--- config.mk ---
export PLATFORM = sky130hd
export DESIGN_NAME = burst_seq
export DESIGN_NICKNAME = d
export VERILOG_FILES = /design/src/rtl/burst_seq.sv
export SDC_FILE = /design/constraint.sdc
export NUM_CORES = 1
export LEC_CHECK = 0
export CAP_MARGIN = 10
export CORE_MARGIN = 3
export CORE_UTILIZATION = 38
export CTS_CLUSTER_DIAMETER = 50
export DETAILED_ROUTE_END_ITERATION = 16
export GPL_ROUTABILITY_DRIVEN = 1
export PLACE_DENSITY = 0.87
export SLEW_MARGIN = 20
export SYNTH_ARGS = -nofsm -noshare
export SYNTH_HDL_FRONTEND = slang
export SYNTH_SLANG_ARGS = --single-unit
--- constraint.sdc ---
create_clock -name clk -period 1.5 [get_ports clk]
set_clock_uncertainty 0.05 [all_clocks]
set_input_delay 0.45 -clock clk [delete_from_list [all_inputs] [get_ports clk]]
set_output_delay 0.45 -clock clk [all_outputs]
set_load 0.005 [all_outputs]
--- src/rtl/burst_seq.sv ---
module burst_seq #(
  parameter int ADDR_W = 17,
  parameter int LOW_W  = 2
) (
  input  logic              clk,
  input  logic              rst,
  input  logic [ADDR_W-1:0] start_addr,
  input  logic              load_a_n,
  input  logic              load_b_n,
  input  logic              advance_n,
  input  logic              mode,
  output logic [ADDR_W-1:0] addr_out,
  output logic [LOW_W-1:0]  beat_out
);
  localparam int HI_W = ADDR_W - LOW_W;

  logic [HI_W-1:0]  hi_q;
  logic [LOW_W-1:0] start_q;
  logic [LOW_W-1:0] beat_q;
  logic             ilv_q;
  logic [LOW_W-1:0] low_bits;

  wire load = ~load_a_n | ~load_b_n;
  wire step = ~advance_n & ~load;

  always_ff @(posedge clk) begin
    if (rst) begin
      hi_q    <= '0;
      start_q <= '0;
      beat_q  <= '0;
      ilv_q   <= 1'b1;
    end else if (load) begin
      hi_q    <= start_addr[ADDR_W-1:LOW_W];
      start_q <= start_addr[LOW_W-1:0];
      beat_q  <= '0;
      ilv_q   <= mode;
    end else if (step) begin
      beat_q  <= beat_q + 1'b1;
    end
  end

  assign low_bits = ilv_q ? (start_q ^ beat_q) : (start_q + beat_q);
  assign addr_out = {hi_q, low_bits};
  assign beat_out = beat_q;


  reset_clear_chk: assert property (@(posedge clk) rst |=> (addr_out == '0 && beat_out == '0));

  load_capture_chk: assert property (@(posedge clk) disable iff (rst)
    load |=> (addr_out == $past(start_addr) && beat_out == '0));

  upper_hold_chk: assert property (@(posedge clk) disable iff (rst)
    !load |=> addr_out[ADDR_W-1:LOW_W] == $past(addr_out[ADDR_W-1:LOW_W]));

  suspend_hold_chk: assert property (@(posedge clk) disable iff (rst)
    (!load && advance_n) |=> ($stable(addr_out) && $stable(beat_out)));

  beat_step_chk: assert property (@(posedge clk) disable iff (rst)
    step |=> beat_out == $past(beat_out) + 1'b1);

  linear_step_chk: assert property (@(posedge clk) disable iff (rst)
    (step && !ilv_q) |=> addr_out[LOW_W-1:0] == $past(addr_out[LOW_W-1:0]) + 1'b1);

  ilv_step_chk: assert property (@(posedge clk) disable iff (rst)
    (step && ilv_q) |=> (addr_out[LOW_W-1:0] ^ beat_out) == $past(addr_out[LOW_W-1:0] ^ beat_out));
endmodule

==> results_dict.tcl, run 1 <==
set metrics [dict create \
    status "finished with violations" \
    violations "negative setup slack" \
    layout.cells.non_filler 165 \
    htreeDepth 1 \
    vias_per_cell 4.515 \
    grt_pass1_vias 753 \
    ys_types 17 \
    insertion_delay_ns 0.29 \
    post-place-ws_ns -0.2504 \
    place_congestion 0.6435 \
    min_period_over_period_pct 112.0 \
    synth_compound_area_share_pct 14.68 \
    wl_per_cell_um 11.68 \
    grt_max_degree 19 \
    start_util_pct 40.85 \
    synthMuxAreaShare_pct 0 \
    drt_iter0_markers 1 \
    synthSimpleGateAreaFrac_pct 24.42 \
    postCtsHoldBufs 0 \
    hold_viol 0 \
    grt_usage_pct 15.69 \
    critPathRequiredTime_ns 1.00 \
    port_buffers 41 \
    holdPathStages 2 \
    worst_slack_ns -0.1803 \
    arrival_ns 1.18 \
    vias 745 \
    syn_inst 91 \
    ant_nets 0 \
    synth_top_family_by_area "simple AND/OR/NAND/NOR gates" \
    drv_slew 0 \
    synth_top_cells_by_area "dfxtp_1 (49%), nand2_1 (16%), a21oi_2 (9.7%), a21oi_1 (4.9%), xnor2_1 (3.2%)" \
    drc 0 \
    fp.dieW_um 52.16 \
    syn_area_per_cell_um2 8.896 \
    wl_um 1928 \
    maxCapViolations 0 \
    clockBufferDepth 2 \
    endpoint_kind "output port" \
    critical-path-top-delay-family "flip-flops" \
    antenna_found_initial 0 \
    yosysSeqAreaShare_pct 49.46 \
    cp_num_cells 4 \
    fin_crit_ns 1.680 \
    cts.clk_slew.worst_paths_ns 0.11 \
    slowest_stage "dfxtp_2" \
    grt.overflow.total 0 \
    hpwl_um 1453 \
    leakage_nw 0.5709 \
    critPathLaunchType "flip-flop" \
    drive_gt1_share_pct 31.88 \
    synth_fa_ha_area_share_pct 1.546 \
    synth_xor_area_share_pct 3.246 \
    synth.top_cell.area_share_pct 49.46 \
    die_height_um 52.16 \
    cp_max_fo 2 \
    max-vdd-ir-drop_uv 478.8 \
    num_rows 16 \
    cts_buffers 3 \
    syn_nets 115 \
    cts_sinks 20 \
    ioPinCount 42 \
    tightest_slew_ns 0.2363 \
    max_freq_mhz 595.1 \
    cp_num_buf_inv 1 \
    num_antenna_cells 0 \
    grt_pass1_wl_um 3222 \
    max_stage_delay_ns 0.35 \
    crit_type "flip-flop to output port" \
    reg2regPathDepth 4 \
    maxSlewHeadroom_pct 84.20 \
    area_delta_synth_final_pct 61.36 \
    synth_top_area_cell "dfxtp_1" \
    fin_nets 164 \
    ys_seq_elements 20 \
    holdCritPathClass "flip-flop to flip-flop" \
    finalSetupViolCount 1 \
    cts_tree "yes" \
    cts-root-buf "clkbuf_4" \
    dp_cells 160 \
    dr.pass1.iters 3 \
    rsz0062_at_grt "yes" \
    core_area_um2 1982 \
    die_area_um2 2720 \
    yosysWarnings 0 \
    syn_area_um2 809.5 \
    cp_cell_sequence "ha_4 > nor2b_4 > xnor2_1 > buf_2" \
    power-per-cell-area_nw_per_um2 788.9 \
]
-- metal layers --
layer  routed length (um)  part of all wire, %  GRT usage (%)  vias to the layer above
met5                    0                    0              0                        -
met4                   14                 0.73          7.660                        0
met3                   49                  2.5         0.8596                        2
met2                 1056                   55          27.41                       12
met1                  808                   42          19.43                      345
li1                     -                    -              -                      386
-- cells in the final DEF, fill, tap and decap left out, drive strengths merged, types with 2 or more instances in the layout --
cell,count
clkdlybuf4s50,22
nor2b,2
clkbuf,4
dlygate4sd2,15
dfxtp,20
a21oi,17
xnor2,3
buf,11
nand2,37
-- report_power, final --
group          leakage, nW  internal [mW]  switching (mW)  total (mW)
Sequential           0.170          0.566          0.0176       0.583
Clock               0.0138         0.0934           0.155       0.248
Combinational        0.387          0.122          0.0774       0.199
Total                0.571          0.781           0.250        1.03
-- path summary, 6_finish.rpt --
check / startpoint / to / slack [ns]
worst max register to register: beat_out[0]$_SDFFE_PP0P_ / beat_out[1]$_SDFFE_PP0P_ / 0.47
worst max-delay path: start_q[0]$_SDFFE_PP0P_ / addr_out[1] / -0.18
worst min-delay path: hi_q[9]$_SDFFE_PP0P_ / hi_q[9]$_SDFFE_PP0P_ / 0.40
worst min register to register: hi_q[9]$_SDFFE_PP0P_ / hi_q[9]$_SDFFE_PP0P_ / 0.40
-- area by class of cell --
type	instances	area (um2)
multi-input cells	65	382.9
clock buffers	3	22.52
flip-flops and latches	20	416.7
well taps	27	33.78
repair buffers	50	450.4
fillers	159	675.6
-- synthesized netlist by cell type (all sizes together) --
master / n
ha: 1
a21oi: 17
buf: 5
nor4: 1
xnor2: 3
and2b: 1
nor3: 1
nand3b: 1
clkbuf: 1
and2: 1
nor2b: 2
dfxtp: 20
nand2: 37
-- through the flow --
stage	cell area (um2)	hold WS, ns	total power, mW	utilization, %	TNS (ns)
2_1_floorplan	809.5	0.3871	0.6746	-	0
3_3_place_gp	1252	0.3880	0.7975	63.19	-0.4431
3_5_place_dp	1252	0.3935	0.8033	63.19	-0.7872
4_1_cts	1311	0.4003	1.045	66.16	-0.1856
5_1_grt	1306	0.4110	1.080	65.91	-0.2506
6_report	1306	0.3977	1.030	65.91	-0.1803
-- logic make-up after synthesis --
family / Yosys count
AO/OA/AOI/OAI: 17
flip-flops: 20
adder cells (fa/ha/maj): 1
XOR/XNOR: 3
AND/OR/NAND/NOR: 44
buffers and inverters: 6
-- state kept, by name, summed over array words and instances, names as in the netlist --
name,count
beat_out,2
start_q,2
hi_q,15
ilv_q,1
-- what timing repair did --
item	in CTS	in global routing
endpoints found under the hold margin	0	0
buffers inserted	2	0
gates resized for setup	46	1
setup endpoints to repair	19	3
pin swaps	1	1
-- tightest hold or removal path, stage by stage, from the launching register on --
cell and delay [ns]:
dfxtp_2 0.34, nand2_2 0.05, a21oi_2 0.04
Note: power is estimated with default switching activity, not from simulation.
==> run 2, diff against run 1 <==
ABC_AREA = 0   (was default)
==> results of run 2 <==
No change in the layout: final DEF, timing and power equal those of run 1.
